File: src/rtl/piac_pkg.sv
package piac_pkg;
  localparam int BYTE_W = 8;

  typedef enum logic [3:0] {
    ST_IDLE,
    ST_ADDR,
    ST_WLO,
    ST_WHI,
    ST_CMD,
    ST_POLL,
    ST_GAP,
    ST_CLR,
    ST_RLO,
    ST_RHI,
    ST_FIN
  } piac_state_e;
endpackage

File: src/rtl/piac_access_map.sv
module piac_access_map
  import piac_pkg::*;
#(
  parameter int                PHY_AW   = 5,
  parameter int                REG_AW   = 8,
  parameter logic [REG_AW-1:0] A_PHYADR = 8'h14,
  parameter logic [REG_AW-1:0] A_WDL    = 8'h16,
  parameter logic [REG_AW-1:0] A_CMD    = 8'h12,
  parameter logic [REG_AW-1:0] A_STAT   = 8'h0A,
  parameter logic [REG_AW-1:0] A_RDL    = 8'h18,
  parameter logic [REG_AW-1:0] A_RDH    = 8'h19,
  parameter int                RD_BIT   = 0
) (
  input  piac_state_e         st,
  input  logic [PHY_AW-1:0]   phy_reg,
  input  logic [2*BYTE_W-1:0] wdata,
  output logic                acc,
  output logic                we,
  output logic [REG_AW-1:0]   addr,
  output logic [BYTE_W-1:0]   data
);
  localparam logic [REG_AW-1:0] A_WDH   = A_WDL + REG_AW'(1);
  localparam logic [BYTE_W-1:0] RD_MASK = BYTE_W'(1) << RD_BIT;

  always_comb begin
    acc  = 1'b1;
    we   = 1'b1;
    addr = '0;
    data = '0;
    case (st)
      ST_ADDR: begin addr = A_PHYADR; data = BYTE_W'(phy_reg); end
      ST_WLO:  begin addr = A_WDL;    data = wdata[BYTE_W-1:0]; end
      ST_WHI:  begin addr = A_WDH;    data = wdata[2*BYTE_W-1:BYTE_W]; end
      ST_CMD:  begin addr = A_CMD;    data = RD_MASK; end
      ST_POLL: begin addr = A_STAT;   we = 1'b0; end
      ST_CLR:  begin addr = A_CMD;    data = '0; end
      ST_RLO:  begin addr = A_RDL;    we = 1'b0; end
      ST_RHI:  begin addr = A_RDH;    we = 1'b0; end
      default: begin acc = 1'b0;      we = 1'b0; end
    endcase
  end
endmodule

File: src/rtl/piac_poll_timer.sv
module piac_poll_timer #(
  parameter int MAX_POLLS = 15,
  parameter int GAP_W     = 8
) (
  input  logic             clk,
  input  logic             rst,
  input  logic             arm,
  input  logic             poll_busy,
  input  logic             gap_run,
  input  logic [GAP_W-1:0] gap_len,
  output logic             last_try,
  output logic             gap_done
);
  localparam int CNT_W = $clog2(MAX_POLLS + 1);

  logic [CNT_W-1:0] att_q;
  logic [GAP_W-1:0] gcnt_q;

  always_ff @(posedge clk) begin
    if (rst) begin
      att_q  <= '0;
      gcnt_q <= '0;
    end else begin
      if (arm)            att_q <= '0;
      else if (poll_busy) att_q <= att_q + CNT_W'(1);

      if (poll_busy)                    gcnt_q <= gap_len;
      else if (gap_run && gcnt_q != '0) gcnt_q <= gcnt_q - GAP_W'(1);
    end
  end

  assign last_try = (att_q == CNT_W'(MAX_POLLS - 1));
  assign gap_done = (gcnt_q == '0);
endmodule

File: src/rtl/piac_rd_asm.sv
module piac_rd_asm
  import piac_pkg::*;
(
  input  logic                clk,
  input  logic                rst,
  input  logic                clr,
  input  logic                lo_cap,
  input  logic                hi_cap,
  input  logic [BYTE_W-1:0]   byte_in,
  output logic [2*BYTE_W-1:0] word
);
  logic [BYTE_W-1:0] lo_q, hi_q;

  always_ff @(posedge clk) begin
    if (rst || clr) begin
      lo_q <= '0;
      hi_q <= '0;
    end else begin
      if (lo_cap) lo_q <= byte_in;
      if (hi_cap) hi_q <= byte_in;
    end
  end

  assign word = {hi_q, lo_q};
endmodule

File: src/rtl/phy_ind_ctrl.sv
module phy_ind_ctrl
  import piac_pkg::*;
#(
  parameter int                PHY_AW    = 5,
  parameter int                REG_AW    = 8,
  parameter int                GAP_W     = 8,
  parameter int                MAX_POLLS = 15,
  parameter logic [REG_AW-1:0] A_PHYADR  = 8'h14,
  parameter logic [REG_AW-1:0] A_WDL     = 8'h16,
  parameter logic [REG_AW-1:0] A_CMD     = 8'h12,
  parameter logic [REG_AW-1:0] A_STAT    = 8'h0A,
  parameter logic [REG_AW-1:0] A_RDL     = 8'h18,
  parameter logic [REG_AW-1:0] A_RDH     = 8'h19,
  parameter int                RD_BIT    = 0,
  parameter int                BUSY_BIT  = 0
) (
  input  logic                clk,
  input  logic                rst,
  input  logic                start,
  input  logic                wr,
  input  logic [PHY_AW-1:0]   phy_reg,
  input  logic [2*BYTE_W-1:0] wdata,
  input  logic [GAP_W-1:0]    poll_gap,
  output logic                busy,
  output logic                done,
  output logic                err,
  output logic [2*BYTE_W-1:0] rdata,
  output logic                reg_req,
  output logic                reg_we,
  output logic [REG_AW-1:0]   reg_addr,
  output logic [BYTE_W-1:0]   reg_wdata,
  input  logic [BYTE_W-1:0]   reg_rdata,
  input  logic                reg_done
);
  localparam int WORD_W = 2 * BYTE_W;

  piac_state_e         state_q, nxt;
  logic                op_wr_q, tout_q;
  logic [PHY_AW-1:0]   op_reg_q;
  logic [WORD_W-1:0]   op_wd_q;
  logic [GAP_W-1:0]    op_gap_q;

  logic                launch;
  logic                poll_done, poll_busy, last_try, gap_done;
  logic                sel_wr;
  logic [PHY_AW-1:0]   sel_reg;
  logic [WORD_W-1:0]   sel_wd;
  logic                acc_n, we_n;
  logic [REG_AW-1:0]   addr_n;
  logic [BYTE_W-1:0]   data_n;
  logic [WORD_W-1:0]   rd_word;

  assign launch    = (state_q == ST_IDLE) && start;
  assign poll_done = (state_q == ST_POLL) && reg_done;
  assign poll_busy = poll_done && reg_rdata[BUSY_BIT];

  // Operation fields: live inputs in the launch cycle, latched copies afterwards.
  assign sel_wr  = (state_q == ST_IDLE) ? wr      : op_wr_q;
  assign sel_reg = (state_q == ST_IDLE) ? phy_reg : op_reg_q;
  assign sel_wd  = (state_q == ST_IDLE) ? wdata   : op_wd_q;

  always_comb begin
    nxt = state_q;
    case (state_q)
      ST_IDLE: if (start)    nxt = ST_ADDR;
      ST_ADDR: if (reg_done) nxt = op_wr_q ? ST_WLO : ST_CMD;
      ST_WLO:  if (reg_done) nxt = ST_WHI;
      ST_WHI:  if (reg_done) nxt = ST_POLL;
      ST_CMD:  if (reg_done) nxt = ST_POLL;
      ST_POLL: begin
        if (reg_done) begin
          if (!reg_rdata[BUSY_BIT]) nxt = op_wr_q ? ST_FIN : ST_CLR;
          else if (last_try)        nxt = ST_FIN;
          else                      nxt = ST_GAP;
        end
      end
      ST_GAP:  if (gap_done) nxt = ST_POLL;
      ST_CLR:  if (reg_done) nxt = ST_RLO;
      ST_RLO:  if (reg_done) nxt = ST_RHI;
      ST_RHI:  if (reg_done) nxt = ST_FIN;
      ST_FIN:  nxt = ST_IDLE;
      default: nxt = ST_IDLE;
    endcase
  end

  piac_access_map #(
    .PHY_AW(PHY_AW), .REG_AW(REG_AW), .A_PHYADR(A_PHYADR), .A_WDL(A_WDL),
    .A_CMD(A_CMD), .A_STAT(A_STAT), .A_RDL(A_RDL), .A_RDH(A_RDH), .RD_BIT(RD_BIT)
  ) u_map (
    .st(nxt), .phy_reg(sel_reg), .wdata(sel_wd),
    .acc(acc_n), .we(we_n), .addr(addr_n), .data(data_n)
  );

  piac_poll_timer #(.MAX_POLLS(MAX_POLLS), .GAP_W(GAP_W)) u_timer (
    .clk(clk), .rst(rst), .arm(launch), .poll_busy(poll_busy),
    .gap_run(state_q == ST_GAP), .gap_len(op_gap_q),
    .last_try(last_try), .gap_done(gap_done)
  );

  piac_rd_asm u_asm (
    .clk(clk), .rst(rst), .clr(launch),
    .lo_cap((state_q == ST_RLO) && reg_done),
    .hi_cap((state_q == ST_RHI) && reg_done),
    .byte_in(reg_rdata), .word(rd_word)
  );

  always_ff @(posedge clk) begin
    if (rst) begin
      state_q   <= ST_IDLE;
      op_wr_q   <= 1'b0;
      op_reg_q  <= '0;
      op_wd_q   <= '0;
      op_gap_q  <= '0;
      tout_q    <= 1'b0;
      reg_req   <= 1'b0;
      reg_we    <= 1'b0;
      reg_addr  <= '0;
      reg_wdata <= '0;
      done      <= 1'b0;
      err       <= 1'b0;
      rdata     <= '0;
    end else begin
      state_q <= nxt;
      if (launch) begin
        op_wr_q  <= sel_wr;
        op_reg_q <= sel_reg;
        op_wd_q  <= sel_wd;
        op_gap_q <= poll_gap;
        tout_q   <= 1'b0;
      end else if (poll_busy && last_try) begin
        tout_q <= 1'b1;
      end
      reg_req   <= acc_n;
      reg_we    <= we_n;
      reg_addr  <= addr_n;
      reg_wdata <= data_n;
      done      <= (state_q == ST_FIN);
      err       <= (state_q == ST_FIN) && tout_q;
      if (state_q == ST_FIN)
        rdata <= (!op_wr_q && !tout_q) ? rd_word : '0;
    end
  end

  assign busy = (state_q != ST_IDLE);
endmodule

File: config.mk
export PLATFORM = sky130hd
export DESIGN_NAME = phy_ind_ctrl
export DESIGN_NICKNAME = d
export VERILOG_FILES = /design/src/rtl/piac_pkg.sv /design/src/rtl/piac_access_map.sv /design/src/rtl/piac_poll_timer.sv /design/src/rtl/piac_rd_asm.sv /design/src/rtl/phy_ind_ctrl.sv
export SDC_FILE = /design/constraint.sdc
export NUM_CORES = 1
export LEC_CHECK = 0
export ABC_AREA = 1
export BUFFER_PORTS_ARGS = -buffer_cell sky130_fd_sc_hd__buf_2
export CORE_AREA = 3 3 103 105
export CTS_BUF_LIST = sky130_fd_sc_hd__clkbuf_8
export DETAILED_ROUTE_END_ITERATION = 8
export DIE_AREA = 0 0 106 108
export GPL_TIMING_DRIVEN = 1
export PLACE_DENSITY = 0.72
export SLEW_MARGIN = 10
export SYNTH_ARGS = -nofsm -noshare
export SYNTH_HDL_FRONTEND = slang
export SYNTH_SLANG_ARGS = --single-unit
File: constraint.sdc
create_clock -name clk -period 1.9 [get_ports clk]
set_clock_uncertainty 0.15 [all_clocks]
set_input_delay 0.19 -clock clk [delete_from_list [all_inputs] [get_ports clk]]
set_output_delay 0.19 -clock clk [all_outputs]
set_load 0.02 [all_outputs]
# Word level (Yosys, flattened, before mapping)
# Index checks and enable logic that the tools add are counted.
[word_totals] regBits=99 latchBits=0 ramBits=0 romBits=0 in_bits=42 output_inout_bits=37 elab_cells=84 n_memories=0
[op_classes] add_sub_neg=2 multipliers=0 div_mod_pow=0 n_lt_le_gt_ge=0 n_eq_ne=19 n_shift=0 mux=23 n_bitwise=0 reduce_logical=23
[ops] op="two-way mux 4 bit" n=12
[ops] op="case mux 4 bit (9 select lines)" n=1
[ops] op="case mux 5 bit (7 select lines)" n=1
[ops] op="two-way mux 16 bit" n=2
[ops] op="case mux 8 bit (4 select lines)" n=1
[ops] op="equality test 4 x 3 -> 1 bit, second input constant" n=7
[ops] op="equality test 4 bit, second input constant" n=6
[ops] op="equality test 4 x 2 -> 1 bit, second input constant" n=4
[ops] op="two-way mux 8 bit" n=2
[ops] op="logical AND 1 bit" n=9
[ops] op="equality test 4 x 1 -> 1 bit, second input constant" n=2
[ops] op="zero test 8 bit" n=1
[ops] op="nonzero test 8 bit" n=1
[ops] op="OR reduction 8 bit" n=1
[ops] op="subtractor 8 x 1 -> 8 bit, second input constant" n=1
[ops] op="OR reduction 2 bit" n=3
[ops] op="two-way mux 5 bit" n=1
[ops] op="OR reduction 5 bit" n=1
[ops] op="adder 4 x 1 -> 4 bit, second input constant" n=1
[ops] op="zero test 4 bit" n=1
[ops] op="nonzero test 4 bit" n=1
[ops] op="two-way mux 3 bit" n=1
[ops] op="zero test 1 bit" n=2
[ops] op="two-way mux 1 bit" n=2
[ops] op="other kinds (3)" n=3

# Depth between registers and ports, before layout
# Gate-level depths: netlist of run 1.
[logic_depth] ltp_word=8 depth_mapped=13

# Cells and area by module
# Synthesis of run 1 repeated with hierarchy kept, for this count alone.
[unflattened] hier_cells=675 area_unflattened_um2=4645.7
[modules_own_cells] mod="phy_ind_ctrl" instances=1 cells_per_inst=396 area_per_inst_um2=2915.3 seq_area_each_um2=1421.4
[modules_own_cells] mod="piac_poll_timer" instances=1 cells_per_inst=117 area_per_inst_um2=769.5 seq_area_each_um2=240.2
[modules_own_cells] mod="piac_rd_asm" instances=1 cells_per_inst=94 area_per_inst_um2=653.1 seq_area_each_um2=320.3
[modules_own_cells] mod="piac_access_map" instances=1 cells_per_inst=68 area_per_inst_um2=307.8 seq_area_each_um2=0.0

# Worst setup path before layout of run 1
# No wires, ideal clock.
[synth_path] path_type="reg2reg" start="reg u_timer.gcnt_q[0]" end="reg reg_addr[4]" setup_ns=0.121 t_arrival_ns=1.622 required_ns=1.629 path_slack_ns=0.007 path_stages_with_launch=13 path_buffers=1 cell_sequence="dfxtp_1 -> inv_1 -> ha_1 -> inv_1 -> nor2_1 -> nand3_1 -> nand2_1 -> nand3_1 -> nor2_2 -> buf_4 -> nand2_2 -> nand3_1 -> nand3_1"
[synth_via] elab_chain_len=6
[synth_lines] element="start, declared" line="piac_poll_timer.sv:17" source="logic [GAP_W-1:0] gcnt_q;"
[synth_lines] element="start signal, assigned" line="piac_poll_timer.sv:27" source="if (poll_busy) gcnt_q <= gap_len;"
[synth_lines] element="start signal, assigned" line="piac_poll_timer.sv:28" source="else if (gap_run && gcnt_q != '0) gcnt_q <= gcnt_q - GAP_W'(1);"
[synth_lines] element="zero test 8 bit (*)" line="piac_poll_timer.sv:33" source="assign gap_done = (gcnt_q == '0);"
[synth_lines] element="two-way mux 4 bit (*)" line="phy_ind_ctrl.sv:77" source="ST_GAP: if (gap_done) nxt = ST_POLL;"
[synth_lines] element="case mux 4 bit (9 select lines) (*)" line="phy_ind_ctrl.sv:64" source="case (state_q)"
[synth_lines] element="equality test 4 x 3 -> 1 bit" line="piac_access_map.sv:30" source="case (st)"
[synth_lines] element="OR reduction 2 bit (no source line)"
[synth_lines] element="case mux 5 bit (7 select lines) (*)" line="piac_access_map.sv:30"
[synth_lines] element="end signal, assigned" line="phy_ind_ctrl.sv:135" source="reg_addr <= addr_n;"
[synth_lines] element="end, declared" line="phy_ind_ctrl.sv:30" source="output logic [REG_AW-1:0] reg_addr,"
# Every way passes the cells marked *; elsewhere a longest branch is shown, timed or not.
# A chain may end at the register's enable or synchronous reset.

# Worst setup path in the final report of run 1
[layout_path] start="reg u_timer.gcnt_q[0]" end="reg reg_wdata[7]"
[layout_via] elab_chain_len=5
[layout_lines] element="zero test 8 bit (*)" line="piac_poll_timer.sv:33"
[layout_lines] element="two-way mux 4 bit (*)" line="phy_ind_ctrl.sv:77"
[layout_lines] element="case mux 4 bit (9 select lines) (*)" line="phy_ind_ctrl.sv:64"
[layout_lines] element="equality test 4 x 3 -> 1 bit (tied with other cells)" line="piac_access_map.sv:30"
[layout_lines] element="case mux 8 bit (4 select lines) (*)" line="piac_access_map.sv:30"
[layout_lines] element="end signal, assigned" line="phy_ind_ctrl.sv:136" source="reg_wdata <= data_n;"
[layout_lines] element="end, declared" line="phy_ind_ctrl.sv:31" source="output logic [BYTE_W-1:0] reg_wdata,"
# Marks and branches as above.

==> flow_metrics.py, run 1 <==
metrics = {
    "place": {
        "placed_area_um2": 5040,
        "dp.cells": 795,
        "post-place-ws_ns": -0.172,
        "dp_hpwl_mm": 7.83,
        "gp_congestion": 0.874,
        "port_buffers": 75,
    },
    "drt": {
        "first_iter_violations": 281,
        "drcViolationCount": 0,
        "antenna_left": 0,
        "wire_per_inst_um": 13.6,
        "wl_mm": 11.4,
        "first_pass_iters": 5,
        "via_per_inst": 5.10,
        "vias": 4280,
    },
    "clock_network": {
        "htreeDepth": 3,
        "cts_sinks": 96,
        "clockBufferDepth": 2,
        "insertion_delay_ns": 0.37,
        "tritoncts": "done",
        "cts.clk_slew.worst_paths_ns": 0.10,
        "cts_root_buf": "clkbuf_8",
        "cts_made_buffers": 9,
    },
    "global_routing": {
        "gr-total-overflow": 0,
        "grt_pass1_wl_mm": 18.3,
        "grt.total_usage": 0.198,
        "grt_pass1_vias": 4022,
        "antenna_found_initial": 0,
        "grt_max_degree": 44,
    },
    "synthesis": {
        "ys_warn_count": 0,
        "ys_seq_area_frac": 0.452,
        "synth_area_leader_cell": "dfxtp_1",
        "yosys-top-cells-area": "dfxtp_1, nand2_1, a21oi_1",
        "synth_edf_count": 0,
        "synth_common_cells": "nand2_1, dfxtp_1, nor2_1",
        "ys_ff_latch": 96,
        "postSynthAreaPerCell_um2": 7.34,
        "synth.distinct_cells": 31,
        "async_flop_share": 0,
        "synthCells": 579,
        "synth_most_common_cell": "nand2_1",
        "synth-main-ff-cell": "dfxtp_1",
        "synth_top_area_frac": 0.452,
        "syn_area_um2": 4250,
    },
    "final_layout": {
        "syn_to_final_growth_pct": 34.8,
        "stdcell_area_um2": 5730,
        "finalCoreUtilization": 0.589,
        "num-nets-final": 746,
        "final_cells": 839,
        "diodes": 0,
        "drive_above_1_share": 0.296,
    },
    "sta": {
        "timing.setup.tns_ns": -0.139,
        "hold_viol_final": 0,
        "setup_ws_ns": -0.0814,
        "slew_viol_final": 0,
        "setup_viol": 6,
        "holdWs_ns": 0.0375,
        "max_freq_ghz": 0.505,
        "rsz0062_at_grt": "yes",
        "fin_crit_ns": 1.98,
        "finalCritPeriodShare": 1.04,
    },
    "run": {
        "max-cap-violations": 0,
    },
    "worst_setup_path": {
        "worstPathArrival_ns": 2.13,
        "worstSetupPathType": "register to register",
        "ff2ff_path_depth": 11,
        "crit_end": "reg_wdata[7]",
        "crit_fanout": 8,
        "r2r_start": "u_timer.gcnt_q[0]",
        "reg2reg_slack_ns": -0.08,
        "end_kind": "register",
        "setup.worst_path.start": "u_timer.gcnt_q[0]",
        "crit_required_ns": 2.05,
        "reg2reg_to": "reg_wdata[7]",
        "worstSetupStartpointType": "register",
    },
    "floorplanning": {
        "core_area_um2": 9730,
        "die_h_um": 108,
        "dieArea_um2": 11400,
        "die_w_um": 106,
        "ios": 79,
        "rows": 36,
        "initial_core_util": 0.437,
    },
    "min_path": {
        "worstHoldPathType": "primary input to register",
        "min_delay_path_depth": 3,
    },
    "power": {
        "peakVddDrop_mv": 0.393,
        "p_leak_nw": 2.49,
        "p_per_area_nw_per_um2": 853,
        "finalPower_mw": 4.89,
    },
    "status": {
        "status": "finished, violations left",
        "violations": "setup timing",
    },
}
==> layer usage <==
layer,share of wire,GRT usage,vias to the layer above
met3,0.042,0.0322,28
met5,0,0,-
met4,0.029,0.0990,0
met1,0.43,0.245,1961
met2,0.49,0.336,112
li1,-,-,2179
==> what timing repair did <==
item	in CTS	in global routing
endpoints found under the setup margin	14	34
buffers inserted	3	7
pin swaps	13	15
hold buffers	18	0
cloned	0	0
gates resized for setup	33	30
endpoints found under the hold margin	29	0
==> cell usage in the layout (no fill, tap or decap), drive strengths merged, types with 4 or more instances in the layout <==
cell type	instances
o21ai	17
a21oi	63
buf	127
dfxtp	96
nand2	105
a221oi	21
clkbuf	9
nor2	79
inv	62
dlygate4sd3	18
a31oi	8
xor2	4
nand4	24
nand3	49
==> flip-flops by register name (all words and copies together), names as in the netlist <==
name and count:
done 1, err 1, op_gap_q 8, op_reg_q 5, op_wd_q 16, op_wr_q 1, rdata 16, reg_addr 5
reg_req 1, reg_wdata 8, reg_we 1, state_q 4, tout_q 1, u_asm.hi_q 8, u_asm.lo_q 8, u_timer.att_q 4
u_timer.gcnt_q 8
==> kinds of logic (layout without fill, tap and decap cells) <==
kind of cell	Yosys count	after routing	synth area share
AO/OA/AOI/OAI	115	115	0.160
other	1	3	0.000882
buffers and inverters	97	222	0.0933
XOR/XNOR	4	4	0.00824
flip-flops	96	96	0.452
AND/OR/NAND/NOR	263	263	0.277
adder cells (fa/ha/maj)	3	3	0.00883
==> power by group <==
group          leakage [nW]  internal (mW)  switching [mW]
registers             0.787           2.16          0.0575
logic                  1.59          0.478           0.724
clock network         0.110          0.743           0.730
==> final cells by class <==
type | instances | area [um2]
clock inverter | 7 | 95.1
inverter | 61 | 231
fill | 880 | 4000
timing repair buffer | 145 | 1040
tap | 133 | 166
multi-input combinational | 388 | 2130
sequential | 96 | 1940
clock buffer | 9 | 124
==> worst min path at each step <==
stage                  end         from  slack [ns]
2_1_floorplan   state_q[3]          rst        0.12
3_3_place_gp   op_gap_q[3]  poll_gap[3]        0.26
3_5_place_dp   op_gap_q[4]  poll_gap[4]        0.27
4_1_cts         op_wd_q[4]     wdata[4]        0.03
5_1_grt         op_wd_q[4]     wdata[4]        0.05
6_report       op_reg_q[3]   phy_reg[3]        0.04
==> worst max-delay path: stages (launching register included) <==
cell and delay [ns]:
dfxtp_2 0.35, inv_2 0.05, ha_4 0.15, inv_4 0.05, nor2_4 0.04, nand2_2 0.08
nor2_2 0.04, a21oi_2 0.23, nand3_4 0.16, nor2_4 0.26, nand3_1 0.16, a21oi_2 0.17
Power figures use the tool's default switching activity.
==> run 2: changes to the inputs <==
--- a/config.mk
+++ b/config.mk
@@ -12,7 +12,7 @@
 export DETAILED_ROUTE_END_ITERATION = 8
 export DIE_AREA = 0 0 106 108
 export GPL_TIMING_DRIVEN = 1
-export PLACE_DENSITY = 0.72
+export PLACE_DENSITY = 0.67
 export SLEW_MARGIN = 10
 export SYNTH_ARGS = -nofsm -noshare
 export SYNTH_HDL_FRONTEND = slang
==> run 2 against run 1 <==
The flow still finishes with violations (setup timing). First-iteration DRC count shrank 19%. Fmax rose by 3.7%. Power fell by 0.51%. Flip-flop and latch count is the same. Cell area decreased by 0.46%. Clock-buffer cell count unchanged. Global-route usage increased by 0.34 points. Sequential power barely moved. Final cell count grew 0.12%. Combinational power is 6% higher. Largest power group unchanged. Highest routed layer unchanged.
==> flow_metrics.py, run 2 (same netlist as run 1, synthesis figures left out) <==
metrics = {
    "sta": {
        "max_freq_ghz": 0.523,
        "fin_crit_ns": 1.91,
        "hold_viol_final": 0,
        "setup_viol": 2,
        "rsz0062_at_grt": "yes",
        "setup_ws_ns": -0.0103,
        "slew_viol_final": 0,
        "holdWs_ns": 0.0355,
        "finalCritPeriodShare": 1.01,
    },
    "place": {
        "gp_congestion": 0.860,
        "port_buffers": 75,
        "dp_hpwl_mm": 7.99,
    },
    "global_routing": {
        "grt_pass1_vias": 4078,
        "grt_max_degree": 47,
        "antenna_found_initial": 0,
        "grt.total_usage": 0.201,
        "gr-total-overflow": 0,
        "grt_pass1_wl_mm": 18.8,
    },
    "power": {
        "clkPwrFrac": 0.285,
        "pwr-share-seq": 0.455,
        "finalPower_mw": 4.86,
        "p_int_mw": 3.30,
        "swShare": 0.322,
        "p_leak_nw": 2.50,
        "p_switching_mw": 1.57,
        "power_frac_comb": 0.260,
        "p_per_area_nw_per_um2": 853,
        "peakVddDrop_mv": 0.461,
    },
    "clock_network": {
        "insertion_delay_ns": 0.37,
        "tritoncts": "done",
        "clockBufferDepth": 2,
        "htreeDepth": 3,
        "cts.clk_slew.worst_paths_ns": 0.10,
        "cts_root_buf": "clkbuf_8",
        "cts_made_buffers": 9,
        "cts_sinks": 96,
    },
    "worst_setup_path": {
        "crit_required_ns": 2.07,
        "worstSetupStartpointType": "register",
        "path_cells": "inv_2 > ha_4 > nand3_4 > nand2_2 > nand2_2 > nand2_1 > nand4_1 > nor2_4 > buf_12 > buf_8 > nand4_1 > nand3_1 > nand2_1 > inv_1",
        "worstPathArrival_ns": 2.08,
        "worstSetupPathType": "register to register",
        "cp_slowest_cell": "dfxtp_2",
        "end_kind": "register",
        "cp_slowest_stage_delay_ns": 0.34,
        "crit_fanout": 8,
    },
    "drt": {
        "first_iter_violations": 227,
        "vias": 4285,
        "antenna_left": 0,
        "first_pass_iters": 5,
        "wl_mm": 11.5,
        "drcViolationCount": 0,
        "wire_per_inst_um": 13.7,
        "via_per_inst": 5.10,
    },
    "floorplanning": {
        "ios": 79,
        "core_area_um2": 9730,
        "initial_core_util": 0.437,
        "die_w_um": 106,
        "die_h_um": 108,
        "rows": 36,
        "dieArea_um2": 11400,
    },
    "final_layout": {
        "drive_above_1_share": 0.290,
        "num-nets-final": 747,
        "layout_commonest_cell": "nand2_1",
        "diodes": 0,
        "syn_to_final_growth_pct": 34.2,
        "finalCoreUtilization": 0.586,
        "top_regs": "op_wd_q: 16 flops, rdata: 16 flops",
        "final_cell_mix": "nand2_1, dfxtp_1, buf_2",
    },
    "min_path": {
        "worstHoldPathType": "primary input to register",
    },
    "status": {
        "violations": "setup timing",
        "status": "finished, violations left",
    },
    "run": {
        "max-cap-violations": 0,
    },
}
[run 2: cell types whose count changed in the layout (fill, tap and decap cells not counted), sizes merged]
cell         previous run  this run
buf                   127       128
inv                    62        65
clkbuf                  9        10
dlygate4sd3            18        17
clkinv                  3         1
bufinv                  2         1
[run 2: cell type report]
| cell class | instances | area (um2) |
|---|---|---|
| Multi-Input combinational cell | 388 | 2110 |
| Tap cell | 133 | 166 |
| Timing Repair Buffer | 146 | 1060 |
| Fill cell | 923 | 4030 |
| Inverter | 61 | 231 |
| Clock buffer | 9 | 124 |
| Sequential cell | 96 | 1930 |
| Clock inverter | 7 | 78.8 |
[run 2: layer usage]
| layer | vias to the layer above | GRT usage | routed length [um] |
|---|---|---|---|
| li1 | 2170 | - | - |
| met4 | 0 | 0.0759 | 210 |
| met2 | 95 | 0.331 | 5450 |
| met5 | - | 0 | 0 |
| met3 | 21 | 0.0269 | 405 |
| met1 | 1999 | 0.272 | 5420 |
[run 2: metrics by stage]
stage                     setup WS, ns  instance area (um2)  setup TNS (ns)  instances
after floorplan                0.00746                 4260               0        581
after global placement         -0.0667                 5050          -0.271        798
after detailed placement        -0.151                 5050           -1.30        798
after CTS                      -0.0488                 5610          -0.246        838
after global routing            -0.166                 5700           -1.55        840
final                          -0.0103                 5700         -0.0167        840
[run 2: power by group through the flow]
stage	Combinational [mW]	Clock, mW	Sequential, mW
after CTS	1.22	1.42	2.21
after detailed placement	1.09	0	2.25
final	1.27	1.39	2.21
after floorplan	0.648	0	2.30
after global routing	1.39	1.50	2.23
after global placement	1.07	0	2.25
[run 2: what timing repair did]
action                     in CTS  in global routing
setup endpoints to repair      14                 63
resized for setup              37                 20
gates cloned                    1                  0
buffers inserted                6                  2
pin swaps                      22                 13
hold endpoints to repair       22                  0
hold buffers                   17                  0
[run 2: worst max-delay path: cells and delay by family, from the launching register on]
family / cells / cell delay [ns]
adder cells (fa/ha/maj): 1 / 0.13
flip-flops: 1 / 0.34
AND/OR/NAND/NOR: 9 / 0.87
buffers and inverters: 4 / 0.36
[run 2: path summary, 6_finish.rpt]
path | from | endpoint | slack, ns | cells past startpoint
setup / recovery | u_timer.att_q[0] | reg_wdata[3] | -0.01 | 14
setup reg to reg | u_timer.att_q[0] | reg_wdata[3] | -0.01 | 14
hold / removal | wdata[10] | op_wd_q[10] | 0.04 | 3
hold reg to reg | rdata[12] | rdata[12] | 0.32 | 2
==> run 3: changes to the inputs <==
--- a/config.mk
+++ b/config.mk
@@ -7,13 +7,14 @@
 export LEC_CHECK = 0
 export ABC_AREA = 1
 export BUFFER_PORTS_ARGS = -buffer_cell sky130_fd_sc_hd__buf_2
-export CORE_AREA = 3 3 103 105
+export CORE_AREA = 3 3 107 109
 export CTS_BUF_LIST = sky130_fd_sc_hd__clkbuf_8
 export DETAILED_ROUTE_END_ITERATION = 8
-export DIE_AREA = 0 0 106 108
+export DIE_AREA = 0 0 110 112
 export GPL_TIMING_DRIVEN = 1
 export PLACE_DENSITY = 0.67
 export SLEW_MARGIN = 10
 export SYNTH_ARGS = -nofsm -noshare
 export SYNTH_HDL_FRONTEND = slang
+export SYNTH_HIERARCHICAL = 1
 export SYNTH_SLANG_ARGS = --single-unit
==> run 3 against run 2 <==
The flow still finishes with violations (setup timing). Combinational power down 9%. Fmax is 7.9% lower. Register-to-register slack worse by 0.16 ns. Critical path depth increased by 3. Critical path type unchanged. Highest routed layer unchanged.
==> flow_metrics.py, run 3 <==
metrics = {
    "global_routing": {
        "grt_max_degree": 43,
        "grt_pass1_wl_mm": 19.8,
        "antenna_found_initial": 0,
        "gr-total-overflow": 0,
        "grt.total_usage": 0.200,
        "grt_pass1_vias": 4427,
    },
    "synthesis": {
        "async_flop_share": 0,
        "synth_edf_count": 0,
        "ys_seq_area_frac": 0.427,
        "postSynthAreaPerCell_um2": 6.88,
        "yosys-top-cells-area": "dfxtp_1, nand2_1, nor2_1",
        "synth_top_area_frac": 0.427,
        "synth_area_leader_cell": "dfxtp_1",
        "synth-main-ff-cell": "dfxtp_1",
        "syn_area_um2": 4650,
        "synth_common_cells": "nand2_1, dfxtp_1, nor2_1",
        "synth.distinct_cells": 40,
        "synthCells": 675,
        "ys_warn_count": 6,
        "synth_most_common_cell": "nand2_1",
        "ys_ff_latch": 99,
    },
    "status": {
        "violations": "setup timing",
        "status": "finished, violations left",
    },
    "sta": {
        "setup_viol": 15,
        "setup_ws_ns": -0.173,
        "slew_viol_final": 0,
        "max_freq_ghz": 0.482,
        "timing.setup.tns_ns": -1.79,
        "rsz0062_at_grt": "yes",
        "holdWs_ns": 0.0285,
        "fin_crit_ns": 2.07,
        "hold_viol_final": 0,
        "finalCritPeriodShare": 1.09,
    },
    "floorplanning": {
        "rows": 38,
        "initial_core_util": 0.434,
        "ios": 79,
        "dieArea_um2": 12300,
        "core_area_um2": 10700,
        "die_h_um": 112,
        "die_w_um": 110,
    },
    "drt": {
        "dr_wl_met3_um": 615,
        "drcViolationCount": 0,
        "top_layer": "met4",
        "met1_length_mm": 5.42,
        "via_per_inst": 4.79,
        "dr_wl_met2_mm": 5.93,
        "first_iter_violations": 225,
        "vias": 4737,
        "wire_per_inst_um": 12.4,
        "antenna_left": 0,
        "wl_mm": 12.2,
        "first_pass_iters": 5,
    },
    "clock_network": {
        "cts.clk_slew.worst_paths_ns": 0.10,
        "cts_made_buffers": 9,
        "clockBufferDepth": 2,
        "insertion_delay_ns": 0.37,
        "htreeDepth": 3,
        "cts_sinks": 99,
        "cts_root_buf": "clkbuf_8",
        "tritoncts": "done",
    },
    "power": {
        "p_per_area_nw_per_um2": 752,
        "p_leak_nw": 2.94,
        "peakVddDrop_mv": 0.433,
        "finalPower_mw": 4.81,
    },
    "worst_setup_path": {
        "crit_fanout": 7,
        "worstSetupStartpointType": "register",
        "crit_required_ns": 2.01,
        "end_kind": "register",
        "worstPathArrival_ns": 2.18,
        "worstSetupPathType": "register to register",
    },
    "place": {
        "dp_hpwl_mm": 8.35,
        "post-place-ws_ns": -0.194,
        "port_buffers": 78,
        "placed_area_um2": 5490,
        "gp_congestion": 0.911,
        "dp.cells": 917,
    },
    "final_layout": {
        "final_cell_mix": "nand2_1, dfxtp_1, nor2_1, buf_2, inv_1",
        "top_regs": "op_wd_q: 16 flops, rdata: 16 flops",
        "diodes": 0,
        "num-nets-final": 889,
        "finalCoreUtilization": 0.598,
        "fillers": 990,
        "drive_above_1_share": 0.304,
        "layout_commonest_cell": "nand2_1",
        "final_cells": 988,
        "stdcell_area_um2": 6400,
        "syn_to_final_growth_pct": 37.7,
    },
    "min_path": {
        "worstHoldPathType": "primary input to register",
    },
    "run": {
        "max-cap-violations": 0,
    },
}
-- run 3: cell types whose count changed in the layout (fill, tap and decap cells not counted), moves of 7 or more --
cell           delta
buf_4            +21
inv_1            +18
a221oi_1         -21
dlygate4sd3_1    +21
o21ai_0          +45
o21ai_2           +7
nand3_1          +13
a21oi_1          -35
nor2_1           +16
nand2_1          +61
nand2_2          +10
nand4_1          -21
-- run 3: cells by family (layout without fill, tap and decap cells) --
kind of cell	after synthesis	count (layout)	share of synthesized area
AOI/OAI and AO/OA	101	101	0.121
buffers and inverters	115	286	0.114
adders and majority gates	4	4	0.0108
and+or+nand+nor	353	353	0.323
other	1	3	0.000807
DFF	99	99	0.427
xor gates and xnor gates	2	2	0.00377
-- run 3: repair_timing --
action | CTS | global route
pin swaps | 26 | 10
gates resized for setup | 32 | 29
buffers inserted | 10 | 7
hold buffers | 38 | 0
endpoints found under the hold margin | 44 | 0
setup endpoints to repair | 16 | 42
-- run 3: path summary, 6_finish.rpt --
kind,from,endpoint,slack (ns),cells past startpoint
setup / recovery,u_timer/att_q[0],reg_wdata[6],-0.17,17
hold / removal,reg_rdata[0],u_asm/lo_q[0],0.03,5
setup reg to reg,u_timer/att_q[0],reg_wdata[6],-0.17,17
hold reg to reg,op_wd_q[5],op_wd_q[5],0.30,2
-- run 3: power by group --
part | switching [mW] | total [mW] | internal [mW]
clock network | 0.762 | 1.42 | 0.658
logic | 0.695 | 1.15 | 0.457
registers | 0.0430 | 2.24 | 2.20
total | 1.50 | 4.81 | 3.31
-- run 3: final cells by class --
class	instances	area [um2]	area share
Multi-Input combinational cell	463	2350	0.368
Clock inverter	6	73.8	0.0115
Sequential cell	99	2000	0.312
Tap cell	140	175	0.0274
Inverter	85	333	0.0520
Clock buffer	10	138	0.0215
Timing Repair Buffer	185	1330	0.207
-- run 3: critical path: stages (launching register included) --
cell,delay [ns]
dfxtp_2,0.34
inv_2,0.04
ha_4,0.14
and3_4,0.16
or2_4,0.26
nand2_2,0.06
nand2_2,0.05
nand3_2,0.09
nor2_4,0.05
inv_2,0.10
clkinv_4,0.09
nand2_8,0.11
nor2_4,0.07
buf_6,0.11
nand2_2,0.04
nand2_1,0.05
inv_1,0.04
nor2_1,0.03
-- run 3: layer usage --
| layer | GRT usage | vias to the layer above |
|---|---|---|
| met5 | 0 | - |
| li1 | - | 2437 |
| met1 | 0.254 | 2149 |
| met2 | 0.331 | 129 |
| met4 | 0.0740 | 0 |
| met3 | 0.0417 | 22 |
